$ cat config.mk
export PLATFORM = sky130hd
export DESIGN_NAME = vscale_vert
export DESIGN_NICKNAME = d
export VERILOG_FILES = /design/src/rtl/vscale_pkg.sv /design/src/rtl/vscale_coef_bank.sv /design/src/rtl/vscale_seq.sv /design/src/rtl/vscale_mac.sv /design/src/rtl/vscale_vert.sv
export SDC_FILE = /design/constraint.sdc
export NUM_CORES = 2
export LEC_CHECK = 0
export BUFFER_PORTS_ARGS = -buffer_cell sky130_fd_sc_hd__buf_4
export CAP_MARGIN = 10
export CORE_MARGIN = 8
export CORE_UTILIZATION = 30
export CTS_CLUSTER_SIZE = 30
export DETAILED_ROUTE_END_ITERATION = 8
export PLACE_DENSITY_LB_ADDON = 0.15
export SYNTH_ARGS = -nofsm -noshare
export SYNTH_HDL_FRONTEND = slang
export SYNTH_SLANG_ARGS = --single-unit
$ cat constraint.sdc
create_clock -name clk -period 9.3 [get_ports clk]
set_clock_uncertainty 0.05 [all_clocks]
set_input_delay 0 -clock clk [delete_from_list [all_inputs] [get_ports clk]]
set_output_delay 0 -clock clk [all_outputs]
set_load 0.02 [all_outputs]
$ cat src/rtl/vscale_pkg.sv
package vscale_pkg;
    localparam int PIX_W  = 8;
    localparam int COEF_W = 8;
    localparam int TAPS   = 4;
    localparam int PHASES = 32;
    localparam int PH_W   = $clog2(PHASES);
    localparam int WORD_W = TAPS * COEF_W;
    localparam int FRAC_W = 16;
    localparam int ACC_W  = 32;
    localparam int INT_W  = ACC_W - FRAC_W;
    localparam int SUM_W  = COEF_W + PIX_W + $clog2(TAPS) + 2;
    localparam int RND_SH = 6;

    typedef logic [TAPS-1:0][COEF_W-1:0] taps_t;
    typedef logic [TAPS-1:0][PIX_W-1:0]  pixv_t;

    typedef enum logic {ST_IDLE, ST_RUN} seq_state_t;

    function automatic logic [PIX_W-1:0] round_clamp(input logic signed [SUM_W-1:0] s);
        logic signed [SUM_W-1:0] r;
        logic signed [SUM_W-1:0] top;
        top = SUM_W'((1 << PIX_W) - 1);
        r = (s + SUM_W'(1 << (RND_SH - 1))) >>> RND_SH;
        if (r < 0)
            return '0;
        else if (r > top)
            return '1;
        else
            return r[PIX_W-1:0];
    endfunction
endpackage

$ cat src/rtl/vscale_coef_bank.sv
module vscale_coef_bank
    import vscale_pkg::*;
(
    input  logic              clk,
    input  logic              rst,
    input  logic              wr_en,
    input  logic [PH_W-1:0]   wr_idx,
    input  logic [WORD_W-1:0] wr_word,
    input  logic              commit,
    input  logic [PH_W-1:0]   rd_idx,
    output taps_t             rd_taps,
    output logic              ready
);
    logic [WORD_W-1:0] bank [PHASES];

    always_ff @(posedge clk) begin
        if (rst) begin
            ready <= 1'b0;
            for (int p = 0; p < PHASES; p++)
                bank[p] <= '0;
        end else if (wr_en) begin
            bank[wr_idx] <= wr_word;
            ready        <= 1'b0;
        end else if (commit) begin
            ready <= 1'b1;
        end
    end

    assign rd_taps = taps_t'(bank[rd_idx]);
endmodule

$ cat src/rtl/vscale_seq.sv
module vscale_seq
    import vscale_pkg::*;
#(
    parameter int DIM_W = 12
) (
    input  logic                  clk,
    input  logic                  rst,
    input  logic                  start,
    input  logic                  advance,
    input  logic [FRAC_W-1:0]     start_frac,
    input  logic [ACC_W-1:0]      step,
    input  logic [DIM_W-1:0]      in_h,
    input  logic [DIM_W-1:0]      out_h,
    input  logic [DIM_W-1:0]      line_w,
    output logic                  busy,
    output logic [PH_W-1:0]       phase,
    output logic [DIM_W-1:0]      col,
    output logic [TAPS*DIM_W-1:0] rows
);
    localparam int RW = INT_W + 2;

    seq_state_t          state;
    logic [ACC_W-1:0]    acc;
    logic [DIM_W-1:0]    x;
    logic [DIM_W-1:0]    y;
    logic                line_end;
    logic [INT_W-1:0]    base;
    logic signed [RW-1:0] h_ext;

    assign line_end = (x == line_w - 1'b1);

    always_ff @(posedge clk) begin
        if (rst) begin
            state <= ST_IDLE;
            acc   <= '0;
            x     <= '0;
            y     <= '0;
        end else if (start) begin
            state <= ST_RUN;
            acc   <= {{INT_W{1'b0}}, start_frac};
            x     <= '0;
            y     <= '0;
        end else if (state == ST_RUN && advance) begin
            if (line_end) begin
                x   <= '0;
                acc <= acc + step;
                if (y == out_h - 1'b1)
                    state <= ST_IDLE;
                else
                    y <= y + 1'b1;
            end else begin
                x <= x + 1'b1;
            end
        end
    end

    assign busy  = (state == ST_RUN);
    assign col   = x;
    assign phase = acc[FRAC_W-1 -: PH_W];
    assign base  = acc[ACC_W-1:FRAC_W];
    assign h_ext = $signed({{(RW-DIM_W){1'b0}}, in_h});

    for (genvar k = 0; k < TAPS; k++) begin : g_row
        logic signed [RW-1:0] want;
        assign want = $signed({2'b00, base}) + $signed(RW'(k)) - $signed(RW'(1));
        always_comb begin
            if (want < 0)
                rows[k*DIM_W +: DIM_W] = '0;
            else if (want >= h_ext)
                rows[k*DIM_W +: DIM_W] = in_h - 1'b1;
            else
                rows[k*DIM_W +: DIM_W] = want[DIM_W-1:0];
        end
    end
endmodule

$ cat src/rtl/vscale_mac.sv
module vscale_mac
    import vscale_pkg::*;
(
    input  taps_t            taps,
    input  pixv_t            pix,
    output logic [PIX_W-1:0] result
);
    logic signed [SUM_W-1:0] acc_sum;

    always_comb begin
        logic signed [SUM_W-1:0] cw;
        logic signed [SUM_W-1:0] pw;
        acc_sum = '0;
        for (int k = 0; k < TAPS; k++) begin
            cw = {{(SUM_W-COEF_W){taps[k][COEF_W-1]}}, taps[k]};
            pw = {{(SUM_W-PIX_W){1'b0}}, pix[k]};
            acc_sum = acc_sum + cw * pw;
        end
    end

    assign result = round_clamp(acc_sum);
endmodule

$ cat src/rtl/vscale_vert.sv
module vscale_vert
    import vscale_pkg::*;
#(
    parameter int DIM_W = 12
) (
    input  logic                  clk,
    input  logic                  rst,
    input  logic                  cf_we,
    input  logic [PH_W-1:0]       cf_idx,
    input  logic [WORD_W-1:0]     cf_word,
    input  logic                  cf_commit,
    input  logic [FRAC_W-1:0]     start_frac,
    input  logic [ACC_W-1:0]      step,
    input  logic [DIM_W-1:0]      in_h,
    input  logic [DIM_W-1:0]      out_h,
    input  logic [DIM_W-1:0]      line_w,
    input  logic                  frame_start,
    output logic [TAPS*DIM_W-1:0] lb_rows,
    output logic [DIM_W-1:0]      lb_col,
    input  logic [TAPS*PIX_W-1:0] lb_pix,
    output logic                  o_valid,
    input  logic                  o_ready,
    output logic [PIX_W-1:0]      o_pix,
    output logic                  busy
);
    logic            coef_rdy;
    logic            go;
    logic            adv;
    logic [PH_W-1:0] phase;
    taps_t           taps;
    logic [PIX_W-1:0] filt;

    assign go  = frame_start && coef_rdy && !busy &&
                 (in_h != '0) && (out_h != '0) && (line_w != '0);
    assign adv = busy && (!o_valid || o_ready);

    vscale_coef_bank u_bank (
        .clk     (clk),
        .rst     (rst),
        .wr_en   (cf_we),
        .wr_idx  (cf_idx),
        .wr_word (cf_word),
        .commit  (cf_commit),
        .rd_idx  (phase),
        .rd_taps (taps),
        .ready   (coef_rdy)
    );

    vscale_seq #(.DIM_W(DIM_W)) u_seq (
        .clk        (clk),
        .rst        (rst),
        .start      (go),
        .advance    (adv),
        .start_frac (start_frac),
        .step       (step),
        .in_h       (in_h),
        .out_h      (out_h),
        .line_w     (line_w),
        .busy       (busy),
        .phase      (phase),
        .col        (lb_col),
        .rows       (lb_rows)
    );

    vscale_mac u_mac (
        .taps   (taps),
        .pix    (pixv_t'(lb_pix)),
        .result (filt)
    );

    always_ff @(posedge clk) begin
        if (rst) begin
            o_valid <= 1'b0;
            o_pix   <= '0;
        end else if (adv) begin
            o_valid <= 1'b1;
            o_pix   <= filt;
        end else if (o_ready) begin
            o_valid <= 1'b0;
        end
    end
endmodule

==> reports/results.ini <==
[drt]
drt-pass1-iter-count = 5
drt-initial-drc-count = 3196
vias_per_cell = 4.81
wl_um = 208000
drc = 0
ant_nets = 0
routedWlPerCell_um = 25.0
dr_total_vias = 40009

[logic_synthesis]
avgSynthCellArea_um2 = 13.2
synth_top_area_share_pct = 48.2
ys.flop_type = edfxtp_1
ys_seq_area_share_pct = 50.5
synth.area.top_cells = edfxtp_1, mux4_2, and2_1, ha_1, fa_1
synthArstFlopShare_pct = 0
synth_area_um2 = 63800
synthCells = 4836
ys_types = 74
ys_ff_latch = 1096
synth_warnings = 0
synth_top_cell_by_area = edfxtp_1
synth-edff-count = 1024
syn_nets = 5471

[floorplanning]
die_h_um = 477
ios = 229
core_um2 = 212000
placementRows = 169
die_w_um = 477
die-area_um2 = 228000
start_util_pct = 30.1

[timing]
period_share_pct = 98.6
hold_viol_final = 0
setup_viol = 0
max_freq_mhz = 109
slew_headroom_pct = 37.1
period_needed_ns = 9.17
tightest_slew_ns = 0.940
fin_tns_setup_ns = 0
rsz0062_at_grt = true
hold_ws_ns = 0.0751
slew_violations = 0

[place]
dp_hpwl_um = 127000
dp.cells = 7893
place_area_um2 = 70900
numPortBuffers = 228
routabilityCongestion = 0.776

[cells_and_area]
fin_area_um2 = 77500
mostFrequentLayoutCells = and2_1, edfxtp_1, buf_4
fin_cells = 8313
fin_nets = 6005
mostFrequentLayoutCell = and2_1
drive_above_1_share_pct = 23.6
fillers = 20176
area_growth_pct = 21.5

[cts]
clk_pin_slew_ns = 0.06
cts-buffers-inserted = 132
clock_latency_ns = 0.78
cts_tree = built
h-tree-depth = 4
root_buffer = clkbuf_16
cts_buffer_depth = 3
cts.sink_count = 1096

[critical_path]
cp.arrival_ns = 9.82
reg2regPathDepth = 38
cp_common_cell = fa_1
worst_setup_path_end_kind = flop
cp-start-kind = flop
crit_path_max_fanout = 9
critPathMaxStageDelay_ns = 0.58
critical-path-slowest-cell = mux4_2
cp.required_ns = 9.95
path_class = flop to flop

[grt]
grt_pass1_wl_um = 298000
grt_max_degree = 57
grt_pass1_vias = 41131
grtUsageTotal_pct = 17.7
grt-ovfl-total = 0
antenna_found_initial = 31

[hold_path]
min_path_type = input pin to flop
whs_path_depth = 6

[run_status]
status = finished clean

[power]
vdd_ir_drop_max_mv = 2.33
power_density_nw_per_um2 = 388
total_power_mw = 30.0
leakage_nw = 29.4

[job]
max_cap_violations = 0

## cell type report
| cell class | instances | area (um2) | share of cell area, % |
|---|---|---|---|
| Multi-Input combinational cell | 3120 | 30000 | 38.7 |
| Clock inverter | 61 | 602 | 0.777 |
| Sequential cell | 1096 | 32200 | 41.6 |
| Tap cell | 2821 | 3530 | 4.56 |
| Inverter | 316 | 1190 | 1.53 |
| Antenna cell | 17 | 42.5 | 0.0549 |
| Timing Repair Buffer | 704 | 6340 | 8.18 |
| Clock buffer | 178 | 3570 | 4.61 |
## power breakdown
part	switching [mW]	internal, mW
clock network	2.24	2.82
logic	9.69	9.55
registers	0.0787	5.64
total	12.0	18.0
## repair_timing
action | 4_1_cts | 5_1_grt
hold endpoints to repair | 1066 | 0
setup endpoints to repair | 8 | 8
resized for setup | 36 | 92
pin swaps | 10 | 36
gates cloned | 3 | 7
hold buffers | 112 | 0
buffers inserted | 10 | 34
## Yosys cell counts (26+ instances only)
cell and number:
xor2_1 67, a21oi_1 116, buf_1 45, and2_1 1034
xnor2_1 100, or2_2 46, mux2_2 28, dfxtp_1 72
fa_1 183, ha_1 293, nor2b_1 183, clkbuf_1 253
mux2i_1 69, inv_1 315, edfxtp_1 1024, nor2_1 187
o21ai_0 54, nand2_1 89, a211oi_1 26, a21o_1 43
nand2b_1 66, mux4_2 317, nand3_1 26
## worst paths after layout
check,start,slack (ns),to
worst max-delay path,flop,0.13,o_pix[5]$_SDFFE_PP0P_
worst min-delay path,step[30],0.08,u_seq.acc[31]$_SDFFE_PP0P_
worst max register to register,flop,0.13,o_pix[5]$_SDFFE_PP0P_
worst min register to register,u_seq.y[11]$_SDFFE_PP0P_,0.45,u_seq.y[11]$_SDFFE_PP0P_
## cells by family (layout without fill, tap and decap cells)
logic type / after synthesis / count (layout) / synth area share, %
AOI/OAI and AO/OA: 325 / 325 / 3.26
xor gates and xnor gates: 167 / 167 / 2.29
adders and majority gates: 476 / 476 / 11.5
buffers and inverters: 620 / 1259 / 3.66
DFF: 1096 / 1096 / 50.5
muxes: 414 / 414 / 12.8
other: 0 / 17 / 0
and+or+nand+nor: 1738 / 1738 / 16.0
## worst max-delay path, delay by kind of cell (launching register included)
kind / cells / cell delay [ns]
simple gates: 6 / 0.53
compound gates: 11 / 1.68
mux: 3 / 1.32
xor+xnor: 2 / 0.31
flops: 1 / 0.48
fa+ha+maj: 9 / 3.85
buf+inv: 7 / 0.84
## flip-flops by register name, summed over array words and instances, names as in the netlist, named ones only
name and cells:
o_pix 8, o_valid 1, u_bank.bank 1024, u_bank.ready 1, u_seq.acc 32, u_seq.busy 1, u_seq.col 12, u_seq.y 12
## metrics by stage
stage	utilization, %	setup slack, ns
6_report	36.6	0.134
5_1_grt	36.6	-0.272
4_1_cts	36.2	-0.0502
3_5_place_dp	33.5	-0.356
3_3_place_gp	33.5	-0.321
2_1_floorplan	-	0.000251
## per-layer routing
metal	routed length, um	up-vias	part of all wire, %	track usage (%)
met2	99100	939	48	29.4
li1	-	18186	-	-
met4	3680	12	1.8	3.48
met5	71	-	0.034	0
met3	11100	225	5.3	3.35
met1	93900	20647	45	24.2
Power figures use the tool's default switching activity.
